## src/rtl/ps2m_pkg.sv

```systemverilog
package ps2m_pkg;
  typedef logic [7:0] byte_t;

  localparam int unsigned PKT_MAX = 4;
  localparam int unsigned LEN_W   = $clog2(PKT_MAX + 1);
  localparam int unsigned IDX_W   = $clog2(PKT_MAX);

  typedef byte_t [PKT_MAX-1:0] pkt_t;

  typedef enum logic [1:0] {ARG_NONE, ARG_RATE, ARG_RES} arg_e;

  localparam byte_t ACK       = 8'hFA;
  localparam byte_t NAK       = 8'hFE;
  localparam byte_t ERR2      = 8'hFC;
  localparam byte_t SELF_OK   = 8'hAA;
  localparam byte_t DEV_ID    = 8'h00;
  localparam byte_t RATE_DFLT = 8'h64;
  localparam logic [1:0] RES_DFLT = 2'd2;

  function automatic logic rate_legal(input byte_t r);
    case (r)
      8'h0A, 8'h14, 8'h28, 8'h3C, 8'h50, 8'h64, 8'hC8: return 1'b1;
      default: return 1'b0;
    endcase
  endfunction
endpackage

```

## src/rtl/ps2m_txq.sv

```systemverilog
module ps2m_txq
  import ps2m_pkg::*;
(
  input  logic             clk_i,
  input  logic             rst_ni,
  input  logic             load_i,
  input  pkt_t             pkt_i,
  input  logic [LEN_W-1:0] len_i,
  input  logic             resend_i,
  input  logic             ack_i,
  output logic             req_o,
  output byte_t            byte_o,
  output logic             busy_o
);
  pkt_t             cur_q, last_q, prev_q;
  logic [LEN_W-1:0] cur_len_q, last_len_q, prev_len_q;
  logic [IDX_W-1:0] idx_q;
  logic             busy_q;
  logic             last_is_nak;

  assign last_is_nak = (last_len_q == LEN_W'(1)) && (last_q[0] == NAK);

  always_ff @(posedge clk_i or negedge rst_ni) begin
    if (!rst_ni) begin
      cur_q <= '0; last_q <= '0; prev_q <= '0;
      cur_len_q <= '0; last_len_q <= '0; prev_len_q <= '0;
      idx_q <= '0; busy_q <= 1'b0;
    end else if (load_i) begin
      cur_q      <= pkt_i;
      cur_len_q  <= len_i;
      idx_q      <= '0;
      busy_q     <= (len_i != '0);
      prev_q     <= last_q;
      prev_len_q <= last_len_q;
      last_q     <= pkt_i;
      last_len_q <= len_i;
    end else if (resend_i) begin
      // history is left untouched by a replay
      idx_q <= '0;
      if (last_is_nak) begin
        cur_q <= prev_q; cur_len_q <= prev_len_q; busy_q <= (prev_len_q != '0);
      end else begin
        cur_q <= last_q; cur_len_q <= last_len_q; busy_q <= (last_len_q != '0);
      end
    end else if (busy_q && ack_i) begin
      if (LEN_W'(idx_q) + LEN_W'(1) == cur_len_q) busy_q <= 1'b0;
      idx_q <= idx_q + IDX_W'(1);
    end
  end

  assign req_o  = busy_q;
  assign byte_o = cur_q[idx_q];
  assign busy_o = busy_q;


  hold_until_ack_chk: assert property (@(posedge clk_i) disable iff (!rst_ni)
    (req_o && !ack_i && !load_i && !resend_i) |=> (req_o && $stable(byte_o)));
endmodule

```

## src/rtl/ps2m_rate.sv

```systemverilog
module ps2m_rate
  import ps2m_pkg::*;
#(
  parameter int unsigned TICK_HZ = 1000
) (
  input  logic  clk_i,
  input  logic  rst_ni,
  input  logic  tick_i,
  input  logic  restart_i,
  input  byte_t rate_i,
  output logic  due_o
);
  localparam int unsigned MAX_IV = (TICK_HZ / 10 > 0) ? TICK_HZ / 10 : 1;
  localparam int unsigned CW     = $clog2(MAX_IV + 1);

  function automatic logic [CW-1:0] interval(input byte_t r);
    int unsigned v;
    case (r)
      8'h0A:   v = TICK_HZ / 10;
      8'h14:   v = TICK_HZ / 20;
      8'h28:   v = TICK_HZ / 40;
      8'h3C:   v = TICK_HZ / 60;
      8'h50:   v = TICK_HZ / 80;
      8'hC8:   v = TICK_HZ / 200;
      default: v = TICK_HZ / 100;
    endcase
    if (v == 0) v = 1;
    return CW'(v);
  endfunction

  logic [CW-1:0] cnt_q, lim;
  logic          due_q;

  assign lim = interval(rate_i);

  always_ff @(posedge clk_i or negedge rst_ni) begin
    if (!rst_ni) begin
      cnt_q <= '0; due_q <= 1'b0;
    end else if (restart_i) begin
      cnt_q <= '0; due_q <= 1'b0;
    end else begin
      due_q <= 1'b0;
      if (tick_i) begin
        if (cnt_q + CW'(1) >= lim) begin
          cnt_q <= '0; due_q <= 1'b1;
        end else begin
          cnt_q <= cnt_q + CW'(1);
        end
      end
    end
  end

  assign due_o = due_q;


  due_after_tick_chk: assert property (@(posedge clk_i) disable iff (!rst_ni)
    due_o |-> $past(tick_i));
endmodule

```

## src/rtl/ps2_mouse_cmd.sv

```systemverilog
module ps2_mouse_cmd
  import ps2m_pkg::*;
#(
  parameter int unsigned TICK_HZ = 1000
) (
  input  logic       clk_i,
  input  logic       rst_ni,
  input  logic       rx_valid_i,
  input  logic [7:0] rx_byte_i,
  input  logic       rx_err_i,
  output logic       tx_req_o,
  output logic [7:0] tx_byte_o,
  input  logic       tx_ack_i,
  input  logic       tick_i,
  input  logic [2:0] btn_i,
  input  logic [8:0] dx_i,
  input  logic [8:0] dy_i,
  input  logic       x_ovf_i,
  input  logic       y_ovf_i,
  output logic       remote_o,
  output logic       enable_o,
  output logic       wrap_o,
  output logic       autospeed_o,
  output logic [1:0] res_o,
  output logic       clr_o
);
  logic       remote_q, en_q, wrap_q, auto_q, errp_q;
  logic [1:0] res_q;
  byte_t      rate_q;
  arg_e       arg_q;
  logic [2:0] lbtn_q;

  logic       n_remote, n_en, n_wrap, n_auto, n_errp;
  logic [1:0] n_res;
  byte_t      n_rate;
  arg_e       n_arg;
  logic [2:0] n_lbtn;

  logic             ld, rs, clr, rrst, bad, dflt, due, busy;
  pkt_t             pkt;
  logic [LEN_W-1:0] len;
  byte_t            rep_b0, stat_b0;

  assign rep_b0  = {y_ovf_i, x_ovf_i, dy_i[8], dx_i[8], 1'b1, btn_i[2], btn_i[1], btn_i[0]};
  assign stat_b0 = {1'b0, remote_q, en_q, auto_q, 1'b0, btn_i[0], btn_i[2], btn_i[1]};

  always_comb begin
    n_remote = remote_q; n_en = en_q; n_wrap = wrap_q; n_auto = auto_q;
    n_errp = errp_q; n_res = res_q; n_rate = rate_q; n_arg = arg_q; n_lbtn = lbtn_q;
    ld = 1'b0; rs = 1'b0; clr = 1'b0; rrst = 1'b0; bad = 1'b0; dflt = 1'b0;
    pkt = '0; len = '0;
    if (rx_valid_i) begin
      pkt[0] = ACK;
      len    = LEN_W'(1);
      if (rx_err_i) begin
        bad = 1'b1;
      end else if (wrap_q) begin
        if (rx_byte_i == 8'hFF) begin
          dflt = 1'b1; pkt[1] = SELF_OK; pkt[2] = DEV_ID; len = LEN_W'(3);
        end else if (rx_byte_i == 8'hEC) begin
          n_wrap = 1'b0;
        end else begin
          pkt[0] = rx_byte_i;
        end
      end else if (arg_q == ARG_RATE) begin
        if (rate_legal(rx_byte_i)) begin
          n_rate = rx_byte_i; rrst = 1'b1; n_arg = ARG_NONE;
        end else bad = 1'b1;
      end else if (arg_q == ARG_RES) begin
        if (rx_byte_i[7:2] == '0) begin
          n_res = rx_byte_i[1:0]; n_arg = ARG_NONE;
        end else bad = 1'b1;
      end else begin
        case (rx_byte_i)
          8'hFF: begin dflt = 1'b1; pkt[1] = SELF_OK; pkt[2] = DEV_ID; len = LEN_W'(3); end
          8'hFE: rs = 1'b1;
          8'hF6: dflt = 1'b1;
          8'hF5: n_en = 1'b0;
          8'hF4: n_en = 1'b1;
          8'hF3: n_arg = ARG_RATE;
          8'hF2: begin pkt[1] = DEV_ID; len = LEN_W'(2); end
          8'hF0: n_remote = 1'b1;
          8'hEE: n_wrap = 1'b1;
          8'hEC: ;
          8'hEB: begin
            pkt[1] = rep_b0; pkt[2] = dx_i[7:0]; pkt[3] = dy_i[7:0];
            len = LEN_W'(4); n_lbtn = btn_i;
          end
          8'hEA: n_remote = 1'b0;
          8'hE9: begin
            pkt[1] = stat_b0; pkt[2] = {6'b0, res_q}; pkt[3] = rate_q; len = LEN_W'(4);
          end
          8'hE8: n_arg = ARG_RES;
          8'hE7: n_auto = 1'b1;
          8'hE6: n_auto = 1'b0;
          default: bad = 1'b1;
        endcase
      end
      if (bad) begin
        ld = 1'b1; pkt = '0; pkt[0] = errp_q ? ERR2 : NAK; len = LEN_W'(1);
        n_errp = !errp_q;
      end else begin
        n_errp = 1'b0;
        if (!rs) begin ld = 1'b1; clr = 1'b1; end
      end
    end else if (due && !remote_q && en_q && !wrap_q && !busy && arg_q == ARG_NONE &&
                 (dx_i != '0 || dy_i != '0 || btn_i != lbtn_q)) begin
      ld = 1'b1; clr = 1'b1; n_lbtn = btn_i;
      pkt[0] = rep_b0; pkt[1] = dx_i[7:0]; pkt[2] = dy_i[7:0]; len = LEN_W'(3);
    end
    if (dflt) begin
      n_rate = RATE_DFLT; n_auto = 1'b0; n_remote = 1'b0; n_res = RES_DFLT;
      n_en = 1'b0; n_wrap = 1'b0; n_arg = ARG_NONE; rrst = 1'b1;
    end
  end

  always_ff @(posedge clk_i or negedge rst_ni) begin
    if (!rst_ni) begin
      remote_q <= 1'b0; en_q <= 1'b0; wrap_q <= 1'b0; auto_q <= 1'b0; errp_q <= 1'b0;
      res_q <= RES_DFLT; rate_q <= RATE_DFLT; arg_q <= ARG_NONE; lbtn_q <= '0;
    end else begin
      remote_q <= n_remote; en_q <= n_en; wrap_q <= n_wrap; auto_q <= n_auto;
      errp_q <= n_errp; res_q <= n_res; rate_q <= n_rate; arg_q <= n_arg; lbtn_q <= n_lbtn;
    end
  end

  ps2m_txq u_txq (
    .clk_i, .rst_ni, .load_i(ld), .pkt_i(pkt), .len_i(len), .resend_i(rs),
    .ack_i(tx_ack_i), .req_o(tx_req_o), .byte_o(tx_byte_o), .busy_o(busy)
  );

  ps2m_rate #(.TICK_HZ(TICK_HZ)) u_rate (
    .clk_i, .rst_ni, .tick_i, .restart_i(rrst), .rate_i(rate_q), .due_o(due)
  );

  assign remote_o    = remote_q;
  assign enable_o    = en_q;
  assign wrap_o      = wrap_q;
  assign autospeed_o = auto_q;
  assign res_o       = res_q;
  assign clr_o       = clr;


  resend_noclr_chk: assert property (@(posedge clk_i) disable iff (!rst_ni)
    (rx_valid_i && !rx_err_i && !wrap_o && arg_q == ARG_NONE && rx_byte_i == 8'hFE) |-> !clr_o);

  wrap_entry_chk: assert property (@(posedge clk_i) disable iff (!rst_ni)
    $rose(wrap_o) |-> $past(rx_valid_i && rx_byte_i == 8'hEE));

  res_src_chk: assert property (@(posedge clk_i) disable iff (!rst_ni)
    !$stable(res_o) |-> $past(rx_valid_i));
endmodule

```

## config.mk

```make
export PLATFORM = sky130hd
export DESIGN_NAME = ps2_mouse_cmd
export DESIGN_NICKNAME = d
export VERILOG_FILES = /design/src/rtl/ps2m_pkg.sv /design/src/rtl/ps2m_txq.sv /design/src/rtl/ps2m_rate.sv /design/src/rtl/ps2_mouse_cmd.sv
export SDC_FILE = /design/constraint.sdc
export NUM_CORES = 1
export LEC_CHECK = 0
export BUFFER_PORTS_ARGS = -buffer_cell sky130_fd_sc_hd__buf_4
export CAP_MARGIN = 15
export CORE_UTILIZATION = 61
export DETAILED_ROUTE_END_ITERATION = 10
export PLACE_DENSITY = 0.8
export SETUP_SLACK_MARGIN = 0.1
export SYNTH_ARGS = -nofsm -noshare
export SYNTH_HDL_FRONTEND = slang
export SYNTH_SLANG_ARGS = --single-unit
```

## constraint.sdc

```tcl
create_clock -name clk_i -period 3.84 [get_ports clk_i]
set_clock_uncertainty 0.2 [all_clocks]
set_input_delay 0.576 -clock clk_i [delete_from_list [all_inputs] [get_ports clk_i]]
set_output_delay 0.576 -clock clk_i [all_outputs]
set_load 0.01 [all_outputs]
```

## Yosys cells after proc, flatten, opt, wreduce, memory -nomap -nowiden

Index checks and enable logic that the tools add are counted.

- Bits in registers: 136
- Input bits: 37
- Output and inout bits: 16
- Logic and storage cells: 277

- $add $sub $neg: 3
- Order comparisons: 2
- Eq/ne operators: 46
- Multiplexer cells: 149
- Reduce and logical (&&, ||, !) cells: 49

Operators with widths:

| kind | count |
|---|---|
| $mux W32 | 5 |
| $eq A8 B8 Y1 const B | 19 |
| $mux W8 | 13 |
| $mux W24 | 4 |
| $mux W1 | 75 |
| $mux W3 | 16 |
| $mux W2 | 21 |
| $pmux W7 S6 | 1 |
| $reduce_and A6 Y1 | 6 |
| $eq A8 B6 Y1 const B | 4 |
| $logic_not A32 Y1 | 1 |
| $pmux W8 S2 | 2 |
| $mux W7 | 4 |
| $eq A8 B7 Y1 const B | 3 |
| $pmux W8 S3 | 1 |
| $reduce_bool A3 Y1 | 8 |
| $reduce_bool A9 Y1 | 2 |
| $bmux W8 S2 | 1 |
| $eq A8 B4 Y1 const B | 2 |
| $eq A8 B5 Y1 const B | 2 |
| $mux W16 | 1 |
| $reduce_bool A2 Y1 | 8 |
| $reduce_or A16 Y1 | 1 |
| $ne A2 B2 Y1 const B | 6 |
| 26 further kinds | 43 |

## Longest topological paths before layout

Gate-level depths: netlist of run 1.

- Word-level depth: 16
- Depth in mapped cells: 13

## By module

Synthesis of run 1 repeated with hierarchy kept, for this count alone.

- Cells, all modules: 724
- Area total of the unflattened synthesis: 7827.5 µm²

By module, submodules not included:

| module | instances | cells each | area an instance (µm²) | seq. area each (µm²) |
|---|---|---|---|---|
| ps2m_txq | 1 | 360 | 4814.6 | 2702.6 |
| ps2_mouse_cmd | 1 | 284 | 2264.7 | 505.5 |
| ps2m_rate | 1 | 80 | 748.2 | 200.2 |

## Least setup slack after synthesis of run 1

Ideal clock, no wire load.

- Kind: register to register
- Start: reg rate_q[5]
- End: reg u_rate.cnt_q[2]
- Library setup time: 0.078 ns
- Arrival: 2.962 ns
- Slack: 0.601 ns
- Stages on the path, launching flop included: 14
- Buffers on the path: 0
- Cell sequence: dfstp_2 -> inv_1 -> and3_1 -> and4_1 -> a31o_2 -> a21oi_1 -> a21oi_1 -> ha_1 -> a21o_1 -> a211oi_1 -> o21ai_0 -> o221ai_1 -> o21ai_0 -> a21oi_1

- Longest elaborated chain between the ends: 8
- Elaborated cells on any way between the ends: 13

Ends and longest elaborated chain:

| what | line | source |
|---|---|---|
| from (decl) | ps2_mouse_cmd.sv:29 | `byte_t rate_q;` |
| from (signal assigned) | ps2_mouse_cmd.sv:123 | `errp_q <= n_errp; res_q <= n_res; rate_q <= n_rate; arg_q <= n_arg; lbtn_q <= n_lbtn;` |
| $eq A8 B8 Y1, or another cell as far along | ps2m_rate.sv:18 | `case (r)` |
| $pmux W7 S6 * | ps2m_rate.sv:18 |  |
| $logic_not A32 Y1 | ps2m_rate.sv:27 | `if (v == 0) v = 1;` |
| $mux W7 * | ps2m_rate.sv:27 |  |
| $ge A7 B7 Y1 * | ps2m_rate.sv:44 | `if (cnt_q + CW'(1) >= lim) begin` |
| $mux W7 * | ps2m_rate.sv:44 |  |
| $mux W7 * | ps2m_rate.sv:43 | `if (tick_i) begin` |
| $mux W7 * | ps2m_rate.sv:39 | `end else if (restart_i) begin` |
| to (signal assigned) | ps2m_rate.sv:47 | `cnt_q <= cnt_q + CW'(1);` |
| to (decl) | ps2m_rate.sv:31 | `logic [CW-1:0] cnt_q, lim;` |

Every way passes the cells marked *; elsewhere a longest branch is shown, timed or not. The select of a mux whose other input is x is not followed.
A chain may end at the register's enable or synchronous reset.

## Worst setup path after layout of run 1

Same ends and word-level chain as after synthesis.

==> results of run 1 <==
[sequential cells by signal, indices dropped and copies added (netlist names), 2 cells and up]
name              cells
lbtn_q                3
u_txq.cur_q          32
u_txq.prev_len_q      3
u_txq.last_q         32
rate_q                8
u_rate.cnt_q          7
arg_q                 2
u_txq.last_len_q      3
u_txq.idx_q           2
u_txq.cur_len_q       3
u_txq.prev_q         32
res_o                 2
[per-stage QoR]
| stage | std cells | util (%) | power [mW] |
|---|---|---|---|
| after floorplan | 820 | - | 2.09 |
| after detailed placement | 1003 | 67.4 | 2.36 |
| after global routing | 1034 | 71.9 | 4.00 |
| after global placement | 1003 | 67.4 | 2.32 |
| final | 1034 | 71.9 | 3.85 |
| after CTS | 1033 | 71.8 | 3.84 |
[final cells by class]
type | count | area, um2
Clock inverter | 9 | 78.8
Clock buffer | 21 | 450
Fill cell | 875 | 3390
Timing Repair Buffer | 67 | 532
Sequential cell | 136 | 3410
Multi-Input combinational cell | 612 | 3920
Inverter | 21 | 78.8
Tap cell | 168 | 210
[where the power goes]
group          leakage [nW]  switching, mW  internal, mW
combinational          2.04          0.394         0.287
clock                 0.258          0.598         0.893
sequential             1.74          0.130          1.55
total                  4.04           1.12          2.73
[repair_timing]
action | CTS | global route
endpoints found under the hold margin | 0 | 0
gates cloned | 0 | 1
setup endpoints to repair | 1 | 1
buffers inserted | 0 | 0
gates resized for setup | 1 | 0
[cells in the mapped netlist (6+ instances only)]
| cell | instances |
|---|---|
| dfrtp_1 | 132 |
| nor2_1 | 61 |
| a22oi_1 | 7 |
| buf_2 | 13 |
| xor2_1 | 13 |
| nor3_1 | 15 |
| buf_1 | 6 |
| a221o_1 | 9 |
| clkbuf_1 | 33 |
| nand2_1 | 169 |
| o21ai_0 | 32 |
| nand2b_1 | 7 |
| nor2b_1 | 6 |
| inv_1 | 21 |
| ha_1 | 9 |
| nor4_1 | 11 |
| mux4_2 | 8 |
| nand3_1 | 26 |
| mux2i_1 | 20 |
| a31oi_1 | 15 |
| o211ai_1 | 6 |
| mux2_2 | 40 |
| and3_1 | 12 |
| a21oi_1 | 46 |
[metal layers]
metal  vias to the layer above  global-route usage [%]
met2                       382                    55.1
li1                       3011                       -
met4                         0                    14.5
met1                      3305                    48.4
met5                         -                       0
met3                        64                    7.17
[path summary, 6_finish.rpt]
check                                               end  slack, ps                   startpoint  depth (start not counted)
setup / recovery            u_rate.cnt_q[2]$_DFFE_PN0P_        400        rate_q[5]$_DFFE_PN1P_                         14
hold / removal               u_txq.cur_q[5]$_DFFE_PN0P_         50                       rst_ni                          1
max in group asynchronous   u_txq.cur_q[24]$_DFFE_PN0P_       2640                       rst_ni                          2
hold reg to reg             u_txq.prev_q[1]$_DFFE_PN0P_        290  u_txq.prev_q[1]$_DFFE_PN0P_                          2
setup reg to reg            u_rate.cnt_q[2]$_DFFE_PN0P_        400        rate_q[5]$_DFFE_PN1P_                         14
min in group clk_i         u_txq.last_q[20]$_DFFE_PN0P_        240                      dy_i[4]                          3
[kinds of logic (layout without fill, tap and decap cells)]
| family | Yosys count | count (layout) | synth area share (%) |
|---|---|---|---|
| multiplexers | 68 | 68 | 10.9 |
| adder cells (fa/ha/maj) | 9 | 9 | 1.48 |
| buffers and inverters | 73 | 118 | 3.82 |
| XOR/XNOR | 17 | 17 | 1.96 |
| AND/OR/NAND/NOR | 343 | 344 | 21.2 |
| flip-flops | 136 | 136 | 44.9 |
| AO/OA/AOI/OAI | 174 | 174 | 15.6 |
==> impl_metrics.env, run 1 <==
export IMPL_outcome="complete, no violations"
export IMPL_fin_hold_ws_ps=45.3
export IMPL_grt_setup_unrepaired="false"
export IMPL_pre_cts_ws_ps=460
export IMPL_yosysUniqueCellTypes=68
export IMPL_critical_path_top_delay_family="compound AO/OA/AOI/OAI gates"
export IMPL_drv_cap=0
export IMPL_crit_type="reg2reg"
export IMPL_m1WireLength_um=8610
export IMPL_irDropWorstVdd_mv=0.348
export IMPL_synth_warning_count=0
export IMPL_max_freq_mhz=290
export IMPL_grt_use_total_pct=35.3
export IMPL_grt_pass1_vias=6590
export IMPL_cts_buffer_depth=2
export IMPL_grt_max_degree=93
export IMPL_syn_nets=866
export IMPL_dr_wl_met3_um=1940
export IMPL_drt_first_pass_iters=6
export IMPL_diodes=0
export IMPL_port_buffers=52
export IMPL_arrival_ps=3580
export IMPL_synth_ff_type="dfrtp_1"
export IMPL_required_ps=3970
export IMPL_crit_buf_inv=2
export IMPL_syn_inst=820
export IMPL_fp_dieW_um=114
export IMPL_cts_root_buf="clkbuf_16"
export IMPL_dieHeight_um=114
export IMPL_vias=6762
export IMPL_layout_nets=901
export IMPL_coreArea_um2=12100
export IMPL_hold_path_class="in2async"
export IMPL_cts_sinks=136
export IMPL_globalRoute_totalOverflow=0
export IMPL_hpwl_um=14600
export IMPL_grt_pass1_wl_um=34700
export IMPL_critPathMostFrequentCell="a21oi_1"
export IMPL_setup_slack_ps=396
export IMPL_end_kind="register"
export IMPL_yosysSeqAreaShare_pct=44.9
export IMPL_syn2layout_area_growth_pct=14.3
export IMPL_hold_violations=0
export IMPL_drt_iter0_drc=747
export IMPL_io_pins=53
export IMPL_synth_async_sr_flop_share_pct=100
export IMPL_fin_setup_tns_ps=0
export IMPL_slew_viol_final=0
export IMPL_path_cells="inv_1 > and3_1 > and4_1 > a31o_2 > a21oi_1 > a21oi_1 > ha_1 > a21o_1 > a211oi_1 > o21ai_0 > o221ai_1 > buf_4 > o21ai_0 > a21oi_1"
export IMPL_viasPerCell=6.54
export IMPL_setup_worst_path_start_class="register"
export IMPL_wl_met2_um=10100
export IMPL_die_area_um2=12900
export IMPL_fin_crit_ps=3440
export IMPL_ys_top_cells_by_area="dfrtp_1 44%, nand2_1 8.4%, mux2_2 5.9%, a21oi_1 3.0%, nor2_1 3.0%"
export IMPL_pwr_density_cell_nw_per_um2=444
export IMPL_synth_area_leader_cell="dfrtp_1"
export IMPL_gp_congestion=1.00
export IMPL_clk_pin_slew_worst_paths_ps=60
export IMPL_synth_top_area_share_pct=43.5
export IMPL_slew_headroom_pct=27.1
export IMPL_row_count=40
export IMPL_ys_ff_latch=136
export IMPL_antenna_found_initial=0
export IMPL_cts_buffers=17
export IMPL_layout_commonest_cell="nand2_1"
export IMPL_drc=0
export IMPL_cp_max_fo=10
export IMPL_drive_gt1_share_pct=18.8
export IMPL_final_cell_mix="169 x nand2_1, 132 x dfrtp_1, 64 x buf_4, 61 x nor2_1, 46 x a21oi_1"
export IMPL_cts_max_level=4
export IMPL_cts_tree="done"
export IMPL_initial_core_util_pct=62.9
export IMPL_tightest_slew_ps=1090
export IMPL_p_leak_nw=4.04
export IMPL_synth_edff_count=0
export IMPL_dr_max_layer_used="met4"
export IMPL_avgSynthCellArea_um2=9.26
export IMPL_placed_area_um2=8130
export IMPL_critPathSlowestCell="dfstp_2"
export IMPL_fin_area_um2=8670
export IMPL_critical_path_max_stage_delay_ps=560
export IMPL_clk_insertion_delay_late_ps=420
export IMPL_fin_crit_sh_pct=89.7
export IMPL_wl_per_cell_um=20.6
export IMPL_cts_hold_buf=0
export IMPL_syn_cell_area_um2=7590
export IMPL_setup_viol=0
export IMPL_antenna_left=0
export IMPL_wl_um=21400
(Power assumes the default switching activity.)
==> run 2, diff against run 1 <==
--- a/config.mk
+++ b/config.mk
@@ -7,9 +7,10 @@
 export LEC_CHECK = 0
 export BUFFER_PORTS_ARGS = -buffer_cell sky130_fd_sc_hd__buf_4
 export CAP_MARGIN = 15
-export CORE_UTILIZATION = 61
+export CORE_UTILIZATION = 63
+export CTS_BUF_LIST = sky130_fd_sc_hd__clkbuf_4 sky130_fd_sc_hd__clkbuf_8
 export DETAILED_ROUTE_END_ITERATION = 10
-export PLACE_DENSITY = 0.8
+export PLACE_DENSITY = 0.83
 export SETUP_SLACK_MARGIN = 0.1
 export SYNTH_ARGS = -nofsm -noshare
 export SYNTH_HDL_FRONTEND = slang
==> impl_metrics.env, run 2 (synthesized netlist as in run 1, its figures left out) <==
export IMPL_setup_worst_path_start_class="register"
export IMPL_dieHeight_um=112
export IMPL_row_count=39
export IMPL_slew_viol_final=0
export IMPL_layout_nets=902
export IMPL_required_ps=4010
export IMPL_drt_first_pass_iters=9
export IMPL_antenna_found_initial=0
export IMPL_fin_setup_tns_ps=0
export IMPL_critPathMostFrequentCell="a21oi_1"
export IMPL_wl_um=21500
export IMPL_gp_congestion=0.958
export IMPL_max_freq_mhz=273
export IMPL_vias=6865
export IMPL_path_cells="inv_1 > and3_1 > and4_1 > a31o_2 > a21oi_1 > a21oi_1 > ha_1 > a21o_1 > a211oi_1 > o21ai_0 > o221ai_1 > buf_4 > nand3_1 > a31oi_1"
export IMPL_viasPerCell=6.79
export IMPL_placed_area_um2=8100
export IMPL_pwr_density_cell_nw_per_um2=419
export IMPL_die_area_um2=12500
export IMPL_layout_commonest_cell="nand2_1"
export IMPL_fin_crit_ps=3670
export IMPL_fin_area_um2=8520
export IMPL_cts_sinks=136
export IMPL_drc=3
export IMPL_critical_path_top_delay_family="compound AO/OA/AOI/OAI gates"
export IMPL_antenna_left=0
export IMPL_clk_insertion_delay_late_ps=460
export IMPL_wl_per_cell_um=21.3
export IMPL_initial_core_util_pct=65.6
export IMPL_cts_root_buf="clkbuf_8"
export IMPL_hpwl_um=14900
export IMPL_end_kind="register"
export IMPL_drt_iter0_drc=898
export IMPL_cts_max_level=4
export IMPL_port_buffers=52
export IMPL_cts_buffers=17
export IMPL_hold_path_class="in2reg"
export IMPL_crit_buf_inv=2
export IMPL_globalRoute_totalOverflow=0
export IMPL_failed_checks="DRC"
export IMPL_io_pins=53
export IMPL_syn2layout_area_growth_pct=12.2
export IMPL_p_leak_nw=3.98
export IMPL_outcome="complete, but fails checks"
export IMPL_grt_pass1_vias=6419
export IMPL_critical_path_max_stage_delay_ps=570
export IMPL_cp_max_fo=10
export IMPL_fp_dieW_um=112
export IMPL_final_cell_mix="169 x nand2_1, 132 x dfrtp_1, 64 x buf_4, 61 x nor2_1, 46 x a21oi_1"
export IMPL_cts_buffer_depth=2
export IMPL_setup_viol=0
export IMPL_fillCellCount=832
export IMPL_setup_slack_ps=173
export IMPL_drv_cap=0
export IMPL_crit_type="reg2reg"
export IMPL_pre_cts_ws_ps=438
export IMPL_regArea_um2=3410
export IMPL_reg_top3="u_txq.cur_q x32, u_txq.last_q x32, u_txq.prev_q x32"
export IMPL_multi_input_area_um2=3920
export IMPL_grt_max_degree=80
export IMPL_cts_tree="done"
export IMPL_fin_crit_sh_pct=95.5
export IMPL_slew_headroom_pct=25.1
export IMPL_coreArea_um2=11600
export IMPL_clk_pin_slew_worst_paths_ps=80
export IMPL_diodes=0
export IMPL_irDropWorstVdd_mv=0.372
export IMPL_arrival_ps=3840
export IMPL_drive_gt1_share_pct=19.2
export IMPL_grt_use_total_pct=35.7
export IMPL_grt_pass1_wl_um=34100
export IMPL_fin_hold_ws_ps=195
export IMPL_hold_violations=0
export IMPL_tightest_slew_ps=1120
export IMPL_grt_setup_unrepaired="false"
export IMPL_critPathSlowestCell="dfstp_2"
## run 2: changes by cell type in the layout (fill, tap and decap cells not counted)
cell	before	now
bufinv_16	1	2
clkinv_2	5	2
inv_6	0	1
clkinv_4	1	3
clkbuf_1	3	0
dlygate4sd3_1	0	1
clkbuf_4	0	2
clkbuf_8	1	19
clkbuf_16	17	0
## run 2: timing repair
item	4_1_cts	5_1_grt
gates resized for setup	1	0
gates cloned	0	1
endpoints found under the hold margin	74	0
setup buffers	0	0
endpoints found under the setup margin	1	1
hold buffers	1	0
## run 2: cell type report
cell class | instances | share of cell area (%)
inverter | 21 | 0.925
sequential | 136 | 40.0
multi-input combinational | 612 | 46.0
clock inverter | 10 | 1.41
timing repair buffer | 68 | 6.36
clock buffer | 21 | 3.25
tap | 143 | 2.10
## run 2: final timing paths
| kind | endpoint | slack, ps | cells after the start | startpoint |
|---|---|---|---|---|
| max in group asynchronous | u_rate.cnt_q[1]$_DFFE_PN0P_ | 2120 | 3 | rst_ni |
| worst max register to register | u_rate.cnt_q[4]$_DFFE_PN0P_ | 170 | 14 | rate_q[5]$_DFFE_PN1P_ |
| worst min register to register | u_txq.cur_q[28]$_DFFE_PN0P_ | 290 | 2 | u_txq.cur_q[28]$_DFFE_PN0P_ |
| worst min-delay path | u_txq.last_q[10]$_DFFE_PN0P_ | 190 | 2 | dx_i[2] |
| min in group asynchronous | u_txq.prev_q[6]$_DFFE_PN0P_ | 520 | 2 | rst_ni |
| worst max-delay path | u_rate.cnt_q[4]$_DFFE_PN0P_ | 170 | 14 | rate_q[5]$_DFFE_PN1P_ |
## run 2: power breakdown
part / internal (mW) / switching, mW
Clock: 0.624 / 0.569
Sequential: 1.54 / 0.131
Combinational: 0.290 / 0.410
Total: 2.46 / 1.11
## run 2: metal layers
| metal | wire, um | track usage [%] |
|---|---|---|
| met5 | 0 | 0 |
| met4 | 839 | 15.9 |
| met3 | 2240 | 8.17 |
| met2 | 9950 | 53.7 |
| met1 | 8460 | 49.6 |
## run 2: through the flow
step | util (%) | std cells | total power, mW
after global placement | 70.0 | 978 | 2.32
after detailed placement | 70.0 | 978 | 2.36
after global routing | 73.7 | 1011 | 3.70
after floorplan | - | 820 | 2.09
after CTS | 73.6 | 1010 | 3.55
final | 73.7 | 1011 | 3.57
